===== src/rtl/vrl_pkg.sv =====
package vrl_pkg;
  localparam int unsigned SW = 8;
  typedef logic [SW-1:0] samp_t;

  typedef struct packed {
    logic wide;
    logic blank;
  } vrl_cfg_t;

  localparam vrl_cfg_t CFG_DEFAULT = '{wide: 1'b1, blank: 1'b1};
endpackage


===== src/rtl/vrl_cfg.sv =====
module vrl_cfg
  import vrl_pkg::*;
(
  input  logic     clk,
  input  logic     rst,
  input  logic     load,
  input  logic     range_i,
  input  logic     blank_i,
  output vrl_cfg_t cfg
);
  always_ff @(posedge clk) begin
    if (rst) begin
      cfg <= CFG_DEFAULT;
    end else if (load) begin
      cfg.wide  <= range_i;
      cfg.blank <= blank_i;
    end
  end

  // a load takes both bits
  a_r11_cfg_load: assert property (@(posedge clk) disable iff (rst)
    load |=> (cfg.wide == $past(range_i)) && (cfg.blank == $past(blank_i)));
endmodule


===== src/rtl/vrl_sample_proc.sv =====
module vrl_sample_proc
  import vrl_pkg::*;
#(
  parameter samp_t NAR_LO   = 8'd16,
  parameter samp_t NAR_Y_HI = 8'd235,
  parameter samp_t NAR_C_HI = 8'd240,
  parameter samp_t WIDE_LO  = 8'd1,
  parameter samp_t WIDE_HI  = 8'd254,
  parameter samp_t NEUTRAL  = 8'h80
) (
  input  vrl_cfg_t cfg,
  input  samp_t    din,
  input  logic     is_chroma,
  input  logic     is_ref,
  input  logic     on_vbi,
  output samp_t    dout
);
  samp_t pre, lo, hi, clipped;

  always_comb begin
    pre = (is_chroma && on_vbi && cfg.blank) ? NEUTRAL : din;
    if (cfg.wide) begin
      lo = WIDE_LO;
      hi = WIDE_HI;
    end else begin
      lo = NAR_LO;
      hi = is_chroma ? NAR_C_HI : NAR_Y_HI;
    end
    if (pre < lo)      clipped = lo;
    else if (pre > hi) clipped = hi;
    else               clipped = pre;
    dout = is_ref ? din : clipped;
  end

  always_comb begin
    if (!is_ref && !cfg.wide && !is_chroma)
      a_r2_luma_narrow: assert (dout >= 8'd16 && dout <= 8'd235);
    if (!is_ref && !cfg.wide && is_chroma)
      a_r3_chroma_narrow: assert (dout >= 8'd16 && dout <= 8'd240);
    if (!is_ref && cfg.wide)
      a_r4_wide_bounds: assert (dout >= 8'd1 && dout <= 8'd254);
  end
endmodule


===== src/rtl/vrl_out_stage.sv =====
module vrl_out_stage
  import vrl_pkg::*;
(
  input  logic  clk,
  input  logic  rst,
  input  logic  in_valid,
  output logic  in_ready,
  input  samp_t d,
  input  logic  ref_i,
  output logic  out_valid,
  input  logic  out_ready,
  output samp_t q,
  output logic  ref_o
);
  assign in_ready = !out_valid || out_ready;

  always_ff @(posedge clk) begin
    if (rst) begin
      out_valid <= 1'b0;
      q         <= '0;
      ref_o     <= 1'b0;
    end else if (in_ready) begin
      out_valid <= in_valid;
      if (in_valid) begin
        q     <= d;
        ref_o <= ref_i;
      end
    end
  end

  // held under back-pressure
  a_r9_hold: assert property (@(posedge clk) disable iff (rst)
    (out_valid && !out_ready) |=> (out_valid && $stable(q) && $stable(ref_o)));
  // no reserved code outside reference bytes
  a_r10_no_reserved: assert property (@(posedge clk) disable iff (rst)
    (out_valid && !ref_o) |-> (q != 8'h00 && q != 8'hFF));
endmodule


===== src/rtl/vid_range_limiter.sv =====
module vid_range_limiter
  import vrl_pkg::*;
(
  input  logic       clk,
  input  logic       rst,
  input  logic       cfg_load,
  input  logic       cfg_range,
  input  logic       cfg_blank,
  input  logic       in_valid,
  output logic       in_ready,
  input  logic [7:0] in_data,
  input  logic       in_chroma,
  input  logic       in_ref,
  input  logic       in_vbi,
  output logic       out_valid,
  input  logic       out_ready,
  output logic [7:0] out_data,
  output logic       out_ref
);
  vrl_cfg_t cfg;
  samp_t    proc_d;

  vrl_cfg u_cfg (
    .clk(clk), .rst(rst), .load(cfg_load),
    .range_i(cfg_range), .blank_i(cfg_blank), .cfg(cfg)
  );

  vrl_sample_proc u_proc (
    .cfg(cfg), .din(in_data), .is_chroma(in_chroma),
    .is_ref(in_ref), .on_vbi(in_vbi), .dout(proc_d)
  );

  vrl_out_stage u_out (
    .clk(clk), .rst(rst), .in_valid(in_valid), .in_ready(in_ready),
    .d(proc_d), .ref_i(in_ref), .out_valid(out_valid),
    .out_ready(out_ready), .q(out_data), .ref_o(out_ref)
  );

  logic take;
  assign take = in_valid && in_ready;

  // reference bytes pass untouched
  a_r6_ref_bypass: assert property (@(posedge clk) disable iff (rst)
    (take && in_ref) |=> (out_valid && out_ref && out_data == $past(in_data)));
  // VBI chroma blanked to neutral
  a_r7_vbi_blank: assert property (@(posedge clk) disable iff (rst)
    (take && !in_ref && in_chroma && in_vbi && cfg.blank) |=> (out_data == 8'h80));
endmodule


===== config.mk =====
export PLATFORM = sky130hd
export DESIGN_NAME = vid_range_limiter
export DESIGN_NICKNAME = d
export VERILOG_FILES = /design/src/rtl/vrl_pkg.sv /design/src/rtl/vrl_cfg.sv /design/src/rtl/vrl_sample_proc.sv /design/src/rtl/vrl_out_stage.sv /design/src/rtl/vid_range_limiter.sv
export SDC_FILE = /design/constraint.sdc
export NUM_CORES = 1
export LEC_CHECK = 0
export ABC_AREA = 0
export BUFFER_PORTS_ARGS = -buffer_cell sky130_fd_sc_hd__buf_2
export CAP_MARGIN = 0
export CORE_MARGIN = 4
export CORE_UTILIZATION = 51
export CTS_BUF_LIST = sky130_fd_sc_hd__clkbuf_8
export CTS_CLUSTER_SIZE = 40
export DETAILED_ROUTE_END_ITERATION = 8
export GPL_ROUTABILITY_DRIVEN = 1
export PLACE_DENSITY = 0.93
export SKIP_CTS_REPAIR_TIMING = 1
export SLEW_MARGIN = 0
export SYNTH_ARGS = -nofsm -noshare
export SYNTH_HDL_FRONTEND = slang
export SYNTH_SLANG_ARGS = --single-unit

===== constraint.sdc =====
create_clock -name clk -period 2.3 [get_ports clk]
set_input_delay 0.23 -clock clk [delete_from_list [all_inputs] [get_ports clk]]
set_output_delay 0.23 -clock clk [all_outputs]
set_load 0.1 [all_outputs]

==> out/results.tsv <==
metric	value	unit
Die W	49.29	µm
top_reg_cell synth	dfxtp_1	
Wirelength per Cell	14.84	µm
synth warn	0	
Seq pwr share	0.329	
Initial DRC Count	35	
via-per-instance ratio	6.208	
critical path endpoint category	register	
Overflow after GRT	0	
I/O pin count	29	
Max-Cap Viols	0	
Slew headroom	0.6764	
initial antenna violation count	0	
final wirelength	2.285	mm
final RePlAce weighted congestion	0.9384	
final-report max-slew violation count	0	
Net Sw Power	0.2620	mW
# nets final	162	
commonest non-fill, non-tap cells in the layout	buf_2, dfxtp_1, nand2_1, a21oi_1, nor2_1	
vias	956	
Core ar.	1559	µm²
drt pass-1 iters	4	
CP Data Arrival Time	2.31	ns
R2R Setup Slk	0.15	ns
final setup TNS	0	ns
Ant. Diodes	0	
CTS tree	built	
combinational share of power	0.348	
Overall Global Routing Usage	0.1944	
hold crit path type	input port to register	
Critical Path RT	2.46	ns
internal power	0.4409	mW
worst vdd ir	0.5976	mV
actual slew at the worst max-slew pin	0.4888	ns
Syn Std Cell Area	869.6	µm²
CTS buffer count	3	
Clock Latency Late Sink	0.24	ns
EDFF count, synth	0	
Worst Path Max Fanout	7	
RSZ-0062 raised after global routing	false	
FMAX	465.6	MHz
Final Hold Fails	0	
Yosys cell types	40	
Die ar.	2430	µm²
Setup CP Type	register to register	
Initial Util	0.5578	
synthesized area per cell	8.127	µm²
Final Setup Violations	0	
Post-Place Cells	149	
commonest non-fill, non-tap cell in the layout	buf_2	
status	finished, final reports clean	
worst clock skew	0.0004166	ns
crit path time final	2.148	ns
CTS Buffer Depth	2	
placed cell area	1028	µm²
post-synth net total	130	
switch share	0.3728	
CTS H-Tree Depth	1	
Final Util	0.7047	
largest net degree at the start of global routing	12	
Worst-path clk slew	0.05	ns
part of the power in the clock network	0.323	
number of global-route vias before repair	893	
drt drc	0	
register area share after synthesis	0.2763	
Final period util	0.9338	
Vert. Die Dim	49.29	µm
fraction of registers with async set/reset	0	
row cnt	14	
share of layout cells above drive strength 1	0.3623	
Area Overhead vs Synth	26.33	%
Port Buf Inserts	28	
clk root buf	clkbuf_8	
Gate Count Post-Synth	107	
detailed placement HPWL	1.782	mm
PD cells	639.9	nW/µm²
post-synthesis register bit count	12	
Clock Sinks	12	
Critical Path Source Type	register	
fin area	1099	µm²
final antenna-violating net count	0	
Leak	0.5078	nW
first-pass GRT wire length	3.808	mm
fin cells	154	
[metrics by stage]
step                      total power, mW  setup WS, ns  hold WS, ns
after floorplan                    0.4224        0.1420       0.3519
after global placement             0.4709        0.1180       0.4374
after detailed placement           0.4754       0.02721       0.4460
after CTS                          0.7045       0.04324       0.2194
after global routing               0.7411       0.01512       0.2290
final                              0.7030        0.1521       0.2185
[power by group through the flow]
stage	clock, mW	combinational (mW)	sequential, mW
floorplan	0	0.0954	0.327
global placement	0	0.236	0.235
detailed placement	0	0.240	0.236
CTS	0.231	0.242	0.231
global route	0.247	0.260	0.234
finish	0.227	0.245	0.232
[per-layer routing]
metal	global-route usage	wire [µm]
met1	0.2292	932
met2	0.3326	1064
met3	0.04893	224
met4	0.07583	64
met5	0	0
[worst max-delay path: stages (launching register included)]
cell	delay, ns
dfxtp_1	0.34
nand3_2	0.13
and2_1	0.21
ha_1	0.31
nand4_1	0.12
o2111ai_2	0.26
nor2_1	0.15
a311o_1	0.41
o22ai_1	0.13
[flip-flops by register name, summed over array words and instances (netlist names)]
signal,count
u_cfg.cfg,2
u_out.q,8
u_out.ref_o,1
u_out.out_valid,1
[cell usage after synthesis, types with 2 or more instances]
master,instances,area (µm²)
nand2_1,10,37.54
and3_1,3,18.77
nand3_1,4,20.02
o21ai_0,4,20.02
inv_1,4,15.01
dfxtp_1,12,240.2
and2_1,4,25.02
nand3b_1,3,22.52
nor2_1,7,26.28
nor2b_1,3,18.77
clkbuf_1,3,11.26
nor4_1,2,12.51
nor3_1,6,30.03
a21oi_1,10,50.05
o22ai_1,2,12.51
o211ai_1,2,15.01
ha_1,5,62.56
[final cells by class]
class | count | area (µm²)
clock buffer | 4 | 55.05
fill | 129 | 460.4
inverter | 4 | 15.01
multi-input combinational | 85 | 589.3
sequential | 12 | 241.5
tap | 16 | 20.02
timing repair buffer | 33 | 177.7
[path summary, 6_finish.rpt]
check | start | endpoint | depth (start not counted)
max | u_cfg.cfg[0] | u_out.q[1] | 8
min | cfg_range | u_cfg.cfg[1] | 3
max reg2reg | u_cfg.cfg[0] | u_out.q[1] | 8
min reg2reg | u_out.ref_o | u_out.ref_o | 2
[kinds of logic (layout without fill, tap and decap cells)]
| logic type | after synthesis | count (layout) | synth area share |
|---|---|---|---|
| flip-flops | 12 | 12 | 0.2763 |
| multiplexers | 1 | 1 | 0.01151 |
| buffers and inverters | 10 | 41 | 0.05754 |
| XOR/XNOR | 1 | 1 | 0.01871 |
| AO/OA/AOI/OAI | 31 | 31 | 0.2691 |
| adder cells (fa/ha/maj) | 5 | 5 | 0.07194 |
| AND/OR/NAND/NOR | 47 | 47 | 0.2950 |
Power figures use the tool's default switching activity.
